## config.mk

```make
export PLATFORM = sky130hd
export DESIGN_NAME = pc_steer
export DESIGN_NICKNAME = d
export VERILOG_FILES = /design/src/rtl/pc_steer_pkg.sv /design/src/rtl/pc_steer_cmp_hold.sv /design/src/rtl/pc_steer_decide.sv /design/src/rtl/pc_steer_count.sv /design/src/rtl/pc_steer.sv
export SDC_FILE = /design/constraint.sdc
export NUM_CORES = 1
export LEC_CHECK = 0
export BUFFER_PORTS_ARGS = -buffer_cell sky130_fd_sc_hd__buf_2
export CORE_ASPECT_RATIO = 1.5
export CORE_MARGIN = 5
export CORE_UTILIZATION = 52
export CTS_CLUSTER_SIZE = 12
export DETAILED_ROUTE_END_ITERATION = 10
export PLACE_DENSITY_LB_ADDON = 0.12
export RECOVER_POWER = 100
export SYNTH_ARGS = -nofsm -noshare
export SYNTH_HDL_FRONTEND = slang
export SYNTH_HIERARCHICAL = 1
export SYNTH_SLANG_ARGS = --single-unit
```

## constraint.sdc

```tcl
create_clock -name clk -period 3.5 [get_ports clk]
set_input_delay 0.175 -clock clk [delete_from_list [all_inputs] [get_ports clk]]
set_output_delay 0.175 -clock clk [all_outputs]
set_load 0.01 [all_outputs]
```

## src/rtl/pc_steer_pkg.sv

```systemverilog
package pc_steer_pkg;
   typedef enum logic [1:0] {
      FMT_REG    = 2'b00,
      FMT_IMM    = 2'b01,
      FMT_BRANCH = 2'b10,
      FMT_MEM    = 2'b11
   } fmt_e;

   typedef enum logic [1:0] {
      CC_EQ  = 2'b00,
      CC_GT  = 2'b01,
      CC_LT  = 2'b10,
      CC_RSV = 2'b11
   } cc_e;

   typedef enum logic [1:0] {
      OUT_EQ  = 2'b00,
      OUT_GT  = 2'b01,
      OUT_LT  = 2'b10,
      OUT_BAD = 2'b11
   } cmp_e;
endpackage

```

## src/rtl/pc_steer_cmp_hold.sv

```systemverilog
module pc_steer_cmp_hold
   import pc_steer_pkg::*;
(
   input  logic       clk,
   input  logic       rst,
   input  logic       stall,
   input  logic       wr,
   input  logic [1:0] res,
   output logic [1:0] outcome
);
   cmp_e outcome_q;
   logic load;

   // a result is captured only on a retiring, unstalled compare with a legal code
   assign load = wr && !stall && (cmp_e'(res) != OUT_BAD);

   always_ff @(posedge clk) begin
      if (rst) begin
         outcome_q <= OUT_EQ;
      end else if (load) begin
         outcome_q <= cmp_e'(res);
      end
   end

   assign outcome = outcome_q;
endmodule

```

## src/rtl/pc_steer_decide.sv

```systemverilog
module pc_steer_decide
   import pc_steer_pkg::*;
#(
   parameter bit DECODE_ONEHOT = 1'b1
) (
   input  logic [1:0] fmt,
   input  logic [1:0] cond,
   input  logic [1:0] outcome,
   output logic       take
);
   localparam int NCODE = 4;

   logic is_branch;
   logic match;

   assign is_branch = (fmt_e'(fmt) == FMT_BRANCH);

   generate
      if (DECODE_ONEHOT) begin : g_onehot
         logic [NCODE-1:0] cc_mask;
         logic [NCODE-1:0] out_mask;
         assign cc_mask  = NCODE'(1) << cond;
         assign out_mask = NCODE'(1) << outcome;
         // the top code is reserved on both sides, so it is masked off
         assign match    = |(cc_mask[NCODE-2:0] & out_mask[NCODE-2:0]);
      end else begin : g_case
         always_comb begin
            unique case (cc_e'(cond))
               CC_EQ:   match = (cmp_e'(outcome) == OUT_EQ);
               CC_GT:   match = (cmp_e'(outcome) == OUT_GT);
               CC_LT:   match = (cmp_e'(outcome) == OUT_LT);
               default: match = 1'b0;
            endcase
         end
      end
   endgenerate

   assign take = is_branch && match;
endmodule

```

## src/rtl/pc_steer_count.sv

```systemverilog
module pc_steer_count #(
   parameter int PC_W     = 16,
   parameter int PC_STEP  = 1,
   parameter int PC_RESET = 0
) (
   input  logic            clk,
   input  logic            rst,
   input  logic            stall,
   input  logic            take,
   input  logic [PC_W-1:0] target,
   output logic [PC_W-1:0] pc
);
   localparam logic [PC_W-1:0] STEP_V  = PC_W'(PC_STEP);
   localparam logic [PC_W-1:0] RESET_V = PC_W'(PC_RESET);

   logic [PC_W-1:0] pc_q;
   logic [PC_W-1:0] seq_addr;
   logic [PC_W-1:0] next_addr;

   assign seq_addr  = pc_q + STEP_V;
   assign next_addr = take ? target : seq_addr;

   always_ff @(posedge clk) begin
      if (rst) begin
         pc_q <= RESET_V;
      end else if (!stall) begin
         pc_q <= next_addr;
      end
   end

   assign pc = pc_q;
endmodule

```

## src/rtl/pc_steer.sv

```systemverilog
module pc_steer #(
   parameter int PC_W          = 16,
   parameter int PC_STEP       = 1,
   parameter int PC_RESET      = 0,
   parameter bit DECODE_ONEHOT = 1'b1
) (
   input  logic            clk,
   input  logic            rst,
   input  logic            stall,
   input  logic [1:0]      fmt,
   input  logic [1:0]      cond,
   input  logic [PC_W-1:0] target,
   input  logic            cmp_wr,
   input  logic [1:0]      cmp_res,
   output logic [PC_W-1:0] pc,
   output logic            br_taken
);
   localparam longint ADDR_SPAN = longint'(1) << PC_W;

   generate
      if (PC_W < 2 || PC_W > 32) begin : g_bad_width
         $error("pc_steer: PC_W must lie in 2..32");
      end
      if (PC_STEP < 1 || longint'(PC_STEP) >= ADDR_SPAN) begin : g_bad_step
         $error("pc_steer: PC_STEP must be at least 1 and below the address span");
      end
      if (PC_RESET < 0 || longint'(PC_RESET) >= ADDR_SPAN) begin : g_bad_reset
         $error("pc_steer: PC_RESET must fit in PC_W bits");
      end
   endgenerate

   logic [1:0] outcome_q;
   logic       take;

   pc_steer_cmp_hold u_hold (
      .clk     (clk),
      .rst     (rst),
      .stall   (stall),
      .wr      (cmp_wr),
      .res     (cmp_res),
      .outcome (outcome_q)
   );

   pc_steer_decide #(
      .DECODE_ONEHOT (DECODE_ONEHOT)
   ) u_decide (
      .fmt     (fmt),
      .cond    (cond),
      .outcome (outcome_q),
      .take    (take)
   );

   pc_steer_count #(
      .PC_W     (PC_W),
      .PC_STEP  (PC_STEP),
      .PC_RESET (PC_RESET)
   ) u_count (
      .clk    (clk),
      .rst    (rst),
      .stall  (stall),
      .take   (take),
      .target (target),
      .pc     (pc)
   );

   assign br_taken = take;
endmodule

```

==> flow_summary_export.csv, run 1 <==
group,metric,value,unit
routing,wl_per_cell,14.6,µm
die,fp-row-count,21,
logic_synthesis,dominantRegCellSynth,"dfxtp_1",
logic_synthesis,synthAdderAreaFrac,0.0107,
clock_tree,cts_made_buffers,3,
sta,rsz0062_at_grt,"no",
clock_tree,clk_path_buf_depth,2,
setup_path,r2r-start,"u_hold/outcome[1]",
cells_and_area,num_antenna_cells,0,
setup_path,cp-start-kind,"flip-flop",
routing,drc_errors,0,
placed_design,dp_hpwl,2240,µm
logic_synthesis,synth_compound_area_frac,0.260,
global_route,grt_max_degree,35,
logic_synthesis,syn_inst,151,
min_path,worstHoldEndpoint,"u_count/pc[11]",
sta,fmax,380,MHz
cells_and_area,area_delta_synth_final,18.4,%
logic_synthesis,muxShareOfSynthArea,0.0438,
logic_synthesis,syn_area,0.00117,mm²
logic_synthesis,synth_top_family_by_area,"simple AND/OR/NAND/NOR gates",
clock_tree,clkTransAtPathRegs,0.12,ns
pwr,p_leak,0.000499,µW
die,die_h,68.2,µm
setup_path,worstPathRequired,3.32,ns
global_route,grt_pass1_wl,4950,µm
placed_design,dp.cells,207,
setup_path,max_stage_delay,0.83,ns
sta,max_slew_margin,0.0922,
die,fp.dieW,48.8,µm
global_route,antenna_found_initial,0,
setup_path,cp_slowest_cell,"clkbuf_1",
global_route,busiest_layer,"met2",
clock_tree,cts_tree,"yes",
pwr,power.density,303,mW/mm²
placed_design,place_congestion,0.855,
routing,dr_total_vias,1243,
global_route,grt_use_met1,0.211,
pwr,ir_drop,0.205,mV
sta,finalSetupViolations,0,
global_route,first_global_vias,1118,
sta,fin_skew,0.0118,ns
routing,drtPass1Iterations,4,
setup_path,arrival,2.45,ns
routing,drt_wl_total,3080,µm
die,ioPinCount,43,
clock_tree,cts_max_level,1,
setup_path,r2r_cells,7,
die,start_util,0.531,
logic_synthesis,synth-edff-count,0,
status,status,"completed",
clock_tree,cts_resized,0,
setup_path,r2r-end,"u_count/pc[1]",
die,die_area,0.00332,mm²
run,drv_cap,0,
clock_tree,ctsRootBufferMaster,"clkbuf_4",
cells_and_area,final_util,0.629,
min_path,worstHoldPathCells,3,
clock_tree,cts_setup_buffers,0,
logic_synthesis,synthSimpleGateAreaFrac,0.309,
global_route,grt_overflow,0,
setup_path,worstPathMaxFanout,27,
setup_path,crit_chain,"nor4bb_1, a32o_1, clkbuf_1, clkbuf_1",
logic_synthesis,ys_types,50,
global_route,grt_usage,0.185,
clock_tree,clock_latency,0.30,ns
logic_synthesis,async_reset_ff_frac,0,
global_route,use_met2,0.327,
sta,hold_violations,0,
placed_design,port_buffers,42,
logic_synthesis,yosysSeqAreaShare,0.307,
logic_synthesis,synth_xor_area_frac,0.00747,
cells_and_area,finalNetCount,216,
sta,maxSlewViolCount,0,
sta,tns,0,ns
logic_synthesis,syn_area_per_cell,7.76,µm²
sta,fin_crit_sh,0.751,
min_path,hold_start,"target[11]",
clock_tree,clock_sink_count,18,
setup_path,criticalPathCategory,"flip-flop to primary output",
min_path,worstHoldPathType,"input pin to flip-flop",
cells_and_area,final_cell_area,0.00139,mm²
cells_and_area,finalNonFillerCells,211,
setup_path,crit_path_end_kind,"primary output",
sta,fin_crit,2.63,ns
logic_synthesis,synth_nets,178,
clock_tree,holdBufCountCts,0,
routing,drt_iter0_drc,35,
setup_path,r2r_setup_slack,0.90,ns
setup_path,crit_top_cell,"clkbuf_1",
routing,vias_per_cell,5.89,
logic_synthesis,yosysWarnings,6,
routing,ant_nets,0,
die,core_area,0.00221,mm²
placed_design,postPlaceCellArea,0.00138,mm²
logic_synthesis,synth-seq-cells,18,
global_route,use_met3,0.0414,
sta,tightest_slew,1.36,ns
cells_and_area,drive_above_1_share,0.197,
==> critical path: cells and delay by family, from the launching register on <==
family | cells | cell delay (ns)
buffers and inverters | 2 | 1.05
flip-flops | 1 | 0.35
AND/OR/NAND/NOR | 1 | 0.29
AO/OA/AOI/OAI | 1 | 0.46
==> layout make-up <==
class	count	area, µm²
clock buffers	4	36.3
fillers	238	820
inverters	8	30.0
multi-input cells	115	741
flip-flops and latches	18	360
well taps	23	28.8
repair buffers	43	191
==> logic make-up (layout without fill, tap and decap cells) <==
| group | count (synthesis) | count (layout) |
|---|---|---|
| compound gates | 42 | 42 |
| xor+xnor | 1 | 1 |
| buf+inv | 18 | 55 |
| simple gates | 66 | 66 |
| fa+ha+maj | 1 | 1 |
| mux | 5 | 5 |
| flops | 18 | 18 |
==> cell usage after synthesis, types with 2 or more instances <==
cell type	number	area (µm²)
o221a_1	3	33.8
nor3_1	7	35.0
a21oi_1	12	60.1
a31oi_1	5	31.3
buf_1	3	11.3
and3_4	2	22.5
nand2_1	12	45.0
a31o_1	2	17.5
or3b_1	2	17.5
a22oi_1	3	22.5
mux2i_1	4	40.0
nand4_1	2	12.5
o21ai_0	2	10.0
or4_1	2	15.0
dfxtp_1	18	360
nor4_1	2	12.5
nor3b_1	2	15.0
nand2b_1	2	12.5
buf_2	3	15.0
inv_1	8	30.0
nor2_1	20	75.1
clkbuf_1	4	15.0
nand3_1	3	15.0
nor2b_1	2	12.5
==> per-layer routing <==
metal | wire, µm | share of wire | vias to the layer above
li1 | - | - | 633
met5 | 0 | 0 | -
met4 | 49 | 0.016 | 0
met3 | 184 | 0.060 | 6
met2 | 1510 | 0.49 | 39
met1 | 1330 | 0.43 | 565
==> worst max-delay path by stage <==
stage / startpoint / endpoint / slack (ns) / cells after the start
6_report: u_hold/outcome[1] / br_taken / 0.87 / 4
5_1_grt: u_hold/outcome[0] / u_count/pc[3] / 0.62 / 7
4_1_cts: u_hold/outcome[1] / u_count/pc[12] / 1.30 / 6
3_5_place_dp: u_hold/outcome[1] / u_count/pc[12] / 1.32 / 6
3_3_place_gp: u_hold/outcome[1] / u_count/pc[12] / 1.48 / 6
2_1_floorplan: u_hold/outcome[1] / u_count/pc[3] / 1.66 / 8
==> flip-flops by register name, summed over array words and instances (netlist names) <==
signal	count
u_count/pc	16
u_hold/outcome	2
==> cell usage in the layout (no fill, tap or decap), drive strengths merged, types with 2 or more instances in the layout <==
master  netlist  final
inv           8      8
nand2        13     13
nor4          3      3
buf           6     24
and3          3      3
mux2i         4      4
nor2b         2      2
dfxtp        18     18
nand4         3      3
a22oi         3      3
clkbuf        4     23
a31oi         5      5
nor2         20     20
or4           2      2
nor3          7      7
nor3b         2      2
nand3         4      4
nand2b        2      2
or3b          2      2
a21oi        12     12
o221a         3      3
o21ai         3      3
a31o          2      2
==> stage by stage <==
step                      hold WS (ns)  setup slack, ns  total power [µW]
final                            0.143            0.872               420
after global routing             0.134            0.620               441
after CTS                        0.143             1.30               425
after detailed placement         0.466             1.32               292
after global placement           0.451             1.48               290
after floorplan                  0.240             1.66               265
==> power by group <==
group / total [µW] / internal (µW) / switching (µW)
sequential: 221 / 212 / 8.99
combinational: 65.8 / 30.0 / 35.7
clock: 134 / 63.4 / 70.1
total: 420 / 305 / 115
Note: power is estimated with default switching activity, not from simulation.
==> run 2, diff against run 1 <==
--- a/config.mk
+++ b/config.mk
@@ -5,10 +5,11 @@
 export SDC_FILE = /design/constraint.sdc
 export NUM_CORES = 1
 export LEC_CHECK = 0
+export ABC_AREA = 1
 export BUFFER_PORTS_ARGS = -buffer_cell sky130_fd_sc_hd__buf_2
 export CORE_ASPECT_RATIO = 1.5
 export CORE_MARGIN = 5
-export CORE_UTILIZATION = 52
+export CORE_UTILIZATION = 49
 export CTS_CLUSTER_SIZE = 12
 export DETAILED_ROUTE_END_ITERATION = 10
 export PLACE_DENSITY_LB_ADDON = 0.12
==> constraint.sdc (replaced) <==
create_clock -name clk -period 2.49 [get_ports clk]
set_input_delay 0.1245 -clock clk [delete_from_list [all_inputs] [get_ports clk]]
set_output_delay 0.1245 -clock clk [all_outputs]
set_load 0.01 [all_outputs]
==> run 2 against run 1 <==
Effect of this change: cell count up 26%; sequential cell count unchanged; via count up 8.0%; global-route usage down 0.52 points; clock power up 38%; core utilization down 3.1 points; area after synthesis up 5.7%; worst hold slack worse by 0.058 ns; register-to-register slack about the same; count of clock-buffer cells in the layout unchanged; critical path type unchanged; largest power group unchanged.
==> flow_summary_export.csv, run 2 <==
group,metric,value,unit
sta,max_slew_margin,0.575,
clock_tree,clkTransAtPathRegs,0.11,ns
logic_synthesis,syn_inst,201,
pwr,power.density,423,mW/mm²
logic_synthesis,synth_top_cells_by_count,"49 x nand2_1, 21 x nor2_1, 20 x a21oi_1",
logic_synthesis,synth-edff-count,0,
routing,drtPass1Iterations,4,
logic_synthesis,synthDominantCellAreaShare,0.291,
logic_synthesis,synth_nets,228,
placed_design,port_buffers,42,
die,start_util,0.506,
die,die_area,0.00365,mm²
die,fp.dieW,51.1,µm
setup_path,cpLargestDelayFamily,"buffers and inverters",
global_route,first_global_vias,1246,
clock_tree,cts_setup_buffers,0,
logic_synthesis,dominantRegCellSynth,"dfxtp_1",
routing,dr_total_vias,1343,
clock_tree,cts_resized,0,
cells_and_area,n_fill_cell,271,
logic_synthesis,syn_area,0.00124,mm²
clock_tree,clock_sink_count,18,
sta,fmax,561,MHz
placed_design,place_congestion,0.822,
sta,maxSlewViolCount,0,
routing,ant_nets,0,
sta,hold_violations,0,
setup_path,cp-start-kind,"flip-flop",
setup_path,arrival,1.66,ns
clock_tree,clk_path_buf_depth,2,
placed_design,dp_hpwl,2350,µm
sta,tightest_slew,0.637,ns
sta,finalSetupViolations,0,
routing,wl_per_cell,11.4,µm
pwr,ir_drop,0.241,mV
cells_and_area,ff_latch_area,360,µm²
sta,tns,0,ns
logic_synthesis,synth_top_area_cell,"dfxtp_1",
sta,rsz0062_at_grt,"no",
pwr,p_leak,0.000639,µW
status,status,"completed",
die,fp-row-count,22,
sta,fin_skew,0.00608,ns
logic_synthesis,ys_types,28,
setup_path,cp_slowest_cell,"clkbuf_1",
logic_synthesis,synth_area_leaders,"dfxtp_1 29%, nand2_1 15%, a21oi_1 8.1%",
global_route,grt_overflow,0,
global_route,grt_usage,0.180,
routing,drt_wl_total,3030,µm
setup_path,worstPathRequired,2.37,ns
global_route,antenna_found_initial,0,
setup_path,crit_path_end_kind,"primary output",
pwr,power.total,619,µW
cells_and_area,final_cell_mix,"49 x nand2_1, 25 x buf_2, 21 x nor2_1",
routing,drt_iter0_drc,23,
min_path,worstHoldPathType,"input pin to flip-flop",
setup_path,max_stage_delay,0.48,ns
sta,setup_ws,0.706,ns
routing,drc_errors,0,
cells_and_area,area_delta_synth_final,18.2,%
setup_path,cp_num_buf_inv,2,
clock_tree,holdBufCountCts,0,
die,ioPinCount,43,
clock_tree,cts_made_buffers,3,
clock_tree,cts_tree,"yes",
logic_synthesis,syn_area_per_cell,6.16,µm²
setup_path,crit_chain,"nor2_1, nor2_1, nand2_1, nor2_2, clkbuf_1, clkbuf_1",
cells_and_area,num_antenna_cells,0,
die,core_area,0.00245,mm²
cells_and_area,final_util,0.598,
sta,fin_crit,1.78,ns
logic_synthesis,yosysWarnings,6,
logic_synthesis,async_reset_ff_frac,0,
cells_and_area,finalNetCount,269,
cells_and_area,largest_reg_flops,16,
clock_tree,cts_max_level,1,
global_route,grt_pass1_wl,5160,µm
routing,vias_per_cell,5.07,
setup_path,criticalPathCategory,"flip-flop to primary output",
setup_path,worstPathMaxFanout,15,
cells_and_area,drive_above_1_share,0.212,
logic_synthesis,synth-seq-cells,18,
logic_synthesis,synth_most_common_cell,"nand2_1",
run,drv_cap,0,
global_route,grt_max_degree,22,
clock_tree,clock_latency,0.30,ns
logic_synthesis,yosysSeqAreaShare,0.291,
clock_tree,ctsRootBufferMaster,"clkbuf_4",
placed_design,dp_slack,0.988,ns
die,die_h,71.6,µm
cells_and_area,multiInputGateArea,747,µm²
cells_and_area,mostFrequentLayoutCell,"nand2_1",
sta,fin_crit_sh,0.716,
[run 2: cell types whose count changed in the layout (fill, tap and decap cells not counted), sizes merged, moves of 4 or more]
cell   previous run  this run
a21oi            12        22
inv               8        24
mux2i             4         0
nand2            13        55
nand3             4        18
nor2             20        27
nor3              7         2
o21ai             3        10
[run 2: path summary, 6_finish.rpt]
check | startpoint | to | slack [ns] | cells after the start
hold / removal | rst | u_count/pc[11] | 0.08 | 2
hold reg to reg | u_hold/outcome[1] | u_hold/outcome[1] | 0.46 | 2
setup / recovery | u_hold/outcome[1] | br_taken | 0.71 | 6
setup reg to reg | u_hold/outcome[1] | u_count/pc[7] | 0.91 | 9
[run 2: final cells by class]
class,count,share of cell area
Timing Repair Buffer,43,0.132
Tap cell,24,0.0205
Clock buffer,4,0.0248
Multi-Input combinational cell,150,0.510
Sequential cell,18,0.246
Inverter,26,0.0667
[run 2: kinds of logic after synthesis]
group                    Yosys count  share of synthesized area
AND/OR/NAND/NOR                  108                      0.401
buffers and inverters             33                      0.106
adder cells (fa/ha/maj)            1                     0.0101
flip-flops                        18                      0.291
XOR/XNOR                           4                     0.0283
AO/OA/AOI/OAI                     37                      0.164
[run 2: per-layer routing]
layer / GRT usage / share of wire / vias to the layer above
met4: 0.0719 / 0.0079 / 0
met3: 0.0270 / 0.046 / 2
met5: 0 / 0 / -
met1: 0.203 / 0.42 / 589
li1: - / - / 726
met2: 0.327 / 0.52 / 26
[run 2: metrics by stage]
step	hold WS (ns)	cells	area, µm²
floorplan	0.194	201	1240
global placement	0.400	261	1450
detailed placement	0.401	261	1450
CTS	0.0760	265	1490
global route	0.0842	265	1460
finish	0.0842	265	1460
[run 2: power by group]
| group | leakage [µW] | internal (µW) | switching, µW | total, µW |
|---|---|---|---|---|
| Clock | 0.0000210 | 89.1 | 95.5 | 185 |
| Sequential | 0.000147 | 303 | 20.5 | 323 |
| Combinational | 0.000470 | 47.3 | 63.9 | 111 |
[run 2: worst reg2reg max path: stages (launching register included)]
cell and delay [ns]:
dfxtp_1 0.36, nor2_1 0.05, nor2_1 0.09, nand2_1 0.07
nor2_2 0.09, clkbuf_1 0.48, nor2_1 0.11, nor2_1 0.10
o21ai_0 0.07, nor2_1 0.10
